==> config.mk <==
export PLATFORM = sky130hd
export DESIGN_NAME = intc_pend_mask
export DESIGN_NICKNAME = d
export VERILOG_FILES = /design/src/rtl/intc_pend_mask.sv
export SDC_FILE = /design/constraint.sdc
export NUM_CORES = 1
export LEC_CHECK = 0
export BUFFER_PORTS_ARGS = -buffer_cell sky130_fd_sc_hd__buf_4
export CORE_MARGIN = 4
export CORE_UTILIZATION = 24
export CTS_BUF_LIST = sky130_fd_sc_hd__clkbuf_16
export CTS_CLUSTER_DIAMETER = 50
export CTS_CLUSTER_SIZE = 20
export DETAILED_ROUTE_END_ITERATION = 10
export HOLD_SLACK_MARGIN = 0.08
export PLACE_DENSITY = 0.38
export SLEW_MARGIN = 10
export SYNTH_ARGS = -nofsm -noshare
export SYNTH_HDL_FRONTEND = slang
export SYNTH_SLANG_ARGS = --single-unit
==> constraint.sdc <==
create_clock -name clk -period 2.5 [get_ports clk]
set_input_delay 0.25 -clock clk [delete_from_list [all_inputs] [get_ports clk]]
set_output_delay 0.25 -clock clk [all_outputs]
set_load 0.02 [all_outputs]
==> src/rtl/intc_pend_mask.sv <==
module intc_pend_mask #(
  parameter int NSRC = 32,
  parameter int IDXW = $clog2(NSRC)
) (
  input  logic            clk,
  input  logic            rst_n,
  input  logic [NSRC-1:0] src_req,
  input  logic [IDXW-1:0] arb_idx,
  input  logic            arb_vld,
  input  logic            bus_wr,
  input  logic [2:0]      bus_addr,
  input  logic [NSRC-1:0] bus_wdata,
  output logic [NSRC-1:0] bus_rdata,
  output logic            irq,
  output logic            fiq
);
  localparam logic [2:0] A_SRC = 3'd0, A_MSK = 3'd1, A_MOD = 3'd2, A_ARB = 3'd3, A_OFS = 3'd4;

  logic [NSRC-1:0] srcpend, mask, mode, arbpend;
  logic [IDXW-1:0] offset;

  wire wr_src = bus_wr && bus_addr == A_SRC;
  wire wr_arb = bus_wr && bus_addr == A_ARB;
  wire win_ok = arb_vld && srcpend[arb_idx] && !mask[arb_idx] && !mode[arb_idx];

  always_ff @(posedge clk or negedge rst_n) begin
    if (!rst_n) begin
      srcpend <= '0;
      mask    <= '1;
      mode    <= '0;
      arbpend <= '0;
    end else begin
      srcpend <= (srcpend & ~(wr_src ? bus_wdata : '0)) | src_req;
      if (bus_wr && bus_addr == A_MSK) mask <= bus_wdata;
      if (bus_wr && bus_addr == A_MOD) mode <= bus_wdata;
      if (arbpend == '0) begin
        if (win_ok) arbpend <= NSRC'(1) << arb_idx;
      end else if (wr_arb) begin
        arbpend <= arbpend & ~bus_wdata;
      end
    end
  end

  always_comb begin
    offset = '0;
    for (int i = 0; i < NSRC; i++)
      if (arbpend[i]) offset = IDXW'(i);
  end

  always_comb begin
    case (bus_addr)
      A_SRC:   bus_rdata = srcpend;
      A_MSK:   bus_rdata = mask;
      A_MOD:   bus_rdata = mode;
      A_ARB:   bus_rdata = arbpend;
      A_OFS:   bus_rdata = {{(NSRC-IDXW){1'b0}}, offset};
      default: bus_rdata = '0;
    endcase
  end

  assign irq = |arbpend;
  assign fiq = |(srcpend & ~mask & mode);
endmodule


==> run_results.csv <==
group,metric,value,unit
setup_path,worstSetupPathType,"flip-flop to output port",
setup_path,startpoint_type,"flip-flop",
floorplan,design.die.area,0.0315,mm^2
floorplan,die_y,177,um
power_and_ir_drop,ir_worst_vdd,0.468,mV
drt,routed_wl,28.0,mm
floorplan,die_w,177,um
layout,final_cells,1255,
cts,htree_levels,4,
cts,clk_pin_slew_worst_paths,0.06,ns
power_and_ir_drop,p_per_area,790,mW/mm^2
drt,viasPerCell,5.10,
status,outcome,"complete, but fails checks",
global_route,groute.usage.overall,18.1,%
synthesis,async_flop_share,100,%
layout,areaGrowthSynthToFinish,44.9,%
synthesis,ys_ff_latch,128,
drt,drc,0,
timing,setup-violations-final,2,
placement,hpwl,20.8,mm
timing,finalHoldViolCount,0,
layout,layout_common_cells,"buf_4, dfrtp_1, nand2_1",
timing,drv_slew,0,
power_and_ir_drop,cellLeakagePower,4.04,nW
synthesis,syn_area_per_cell,10.6,um^2
timing,rsz0062_at_grt,"yes",
layout,fin_nets,940,
timing,worstMarginPinSlew,0.756,ns
timing,fin_crit,2.79,ns
synthesis,synth_fp_nets,726,
synthesis,ys_seq_area_share,47.1,%
global_route,grt_max_degree,54,
synthesis,ys_types,59,
setup_path,crit_arrival,2.54,ns
layout,drive_gt1_share,39.5,%
layout,final_common_cell,"buf_4",
floorplan,io_pins,110,
synthesis,ys_top_cells_by_area,"dfrtp_1, dfstp_2, mux2_2",
synthesis,synth_top_area_share,34.9,%
cts,cts_tree,"yes",
cts,clock_latency,0.43,ns
timing,finalClockSkew,0.00883,ns
timing,layout_setup_ws,-0.288,ns
drt,routed-via-count,6405,
synthesis,syn_inst,650,
cts,cts_buffers,17,
synthesis,synth_edf_count,0,
timing,timing.fmax,359,MHz
cts,cts-root-buf,"clkbuf_16",
drt,drt_iter0_drc,432,
setup_path,endpoint_kind,"output port",
timing,slew_headroom,49.5,%
synthesis,ys.flop_type,"dfrtp_1",
placement,placed_area,0.00867,mm^2
synthesis,yosysWarnings,0,
drt,ant_nets,0,
min_path,hold_start,"bus_wdata[25]",
global_route,antenna_found_initial,1,
placement,pre_cts_slack,-0.224,ns
setup_path,r2r-start,"mode[17]$_DFFE_PN0P_",
layout,stdcell_area,0.00998,mm^2
drt,drt_pre_antenna_iters,5,
placement,io_buffers,109,
layout,diodes,0,
setup_path,worstPathRequired,2.25,ns
global_route,grt.overflow.total,0,
global_route,grt_pass1_wl,42.8,mm
global_route,grt_pass1_vias,6754,
timing,fin_crit_sh,112,%
setup_path,startpoint,"arbpend[5]$_DFFE_PN0P_",
job,cap_violations,0,
placement,place_congestion,0.926,
cts,cts.path.max_buffers,2,
drt,wire_per_inst,22.3,um
floorplan,start_util,24.6,%
min_path,hp-class,"primary input to flip-flop",
synthesis,synthesis.area,0.00688,mm^2
cts,cts.sinks,128,
synthesis,yosysTopAreaCell,"dfrtp_1",
setup_path,crit_fanout,3,
status,violations,"negative setup slack",
placement,dpl.cell_count,1173,
floorplan,core_area,0.0280,mm^2
floorplan,rows,61,
-- routing by layer --
layer | global-route usage, % | vias to the layer above | wire length (um)
met2 | 29.2 | 176 | 13400
met5 | 0 | - | 13
met1 | 24.7 | 3281 | 12700
met3 | 3.66 | 32 | 1480
li1 | - | 2914 | -
met4 | 5.22 | 2 | 455
-- where the power goes --
| group | switching, mW | total, mW | internal (mW) |
|---|---|---|---|
| Combinational | 1.23 | 2.45 | 1.22 |
| Sequential | 0.352 | 2.83 | 2.48 |
| Clock | 0.959 | 2.60 | 1.64 |
| Total | 2.54 | 7.88 | 5.34 |
-- critical path: stages, from the launching register on --
cell and delay [ns]:
dfrtp_1 0.41, o31ai_4 0.31, a211oi_2 0.12, o31a_1 0.28, o311ai_4 0.26, a311oi_2 0.17
o41ai_1 0.27, buf_4 0.18, buf_6 0.11
-- cell type report --
| cell class | count | area (um^2) |
|---|---|---|
| fill | 2837 | 18000 |
| clock buffer | 17 | 425 |
| multi-input combinational | 467 | 3650 |
| clock inverter | 15 | 176 |
| timing repair buffer | 234 | 1950 |
| inverter | 16 | 60.1 |
| sequential | 128 | 3240 |
| tap | 378 | 473 |
-- through the flow --
step	utilization [%]	setup TNS, ns	hold WS, ns	total power, mW
after global placement	31.0	-0.797	0.246	4.99
after floorplan	-	0	-0.0456	3.86
after global routing	35.6	-1.42	0.0837	8.28
after detailed placement	31.0	-1.23	0.261	5.00
final	35.6	-0.488	0.0944	7.88
after CTS	35.1	-0.562	0.0801	7.85
-- synth_stat cells (7+ instances only) --
library cell,number
nor4b_1,10
inv_1,16
nand3b_1,24
clkbuf_1,32
a22o_1,47
nor3_1,9
nor4_1,11
nand2_1,87
nor4bb_1,7
mux2_2,62
o21ai_0,11
nand3_1,9
dfrtp_1,96
a221o_1,28
a21o_1,32
nor2b_1,7
o31ai_1,10
nor2_1,28
dfstp_2,32
-- path summary, 6_finish.rpt --
check                                                to  slack (ns)  cells after the start
worst max-delay path                       bus_rdata[1]       -0.29                      8
worst min-delay path               mode[25]$_DFFE_PN0P_        0.09                      2
worst max register to register  arbpend[31]$_DFFE_PN0P_        0.01                      8
worst min register to register    srcpend[10]$_DFF_PN0_        0.51                      1
max in group asynchronous           mask[9]$_DFFE_PN1P_        1.33                      3
min in group asynchronous          srcpend[7]$_DFF_PN0_        0.36                      2
-- flip-flops by register name, summed over array words and instances, names as in the netlist --
name	cells
mask	32
srcpend	32
arbpend	32
mode	32
-- cells by family (layout without fill, tap and decap cells) --
family          Yosys count  count (layout)  share of synthesized area [%]
simple gates            226             226                           18.1
compound gates          175             175                           20.8
flops                   128             128                           47.1
buf+inv                  55             282                           3.09
mux                      66              66                           10.9
-- what timing repair did --
| action | in CTS | in global routing |
|---|---|---|
| pin swaps | 2 | 7 |
| hold buffers | 48 | 0 |
| gates resized for setup | 16 | 24 |
| hold endpoints to repair | 86 | 0 |
| buffers inserted | 0 | 2 |
| endpoints found under the setup margin | 11 | 30 |
| cloned | 0 | 0 |
(Power assumes the default switching activity.)
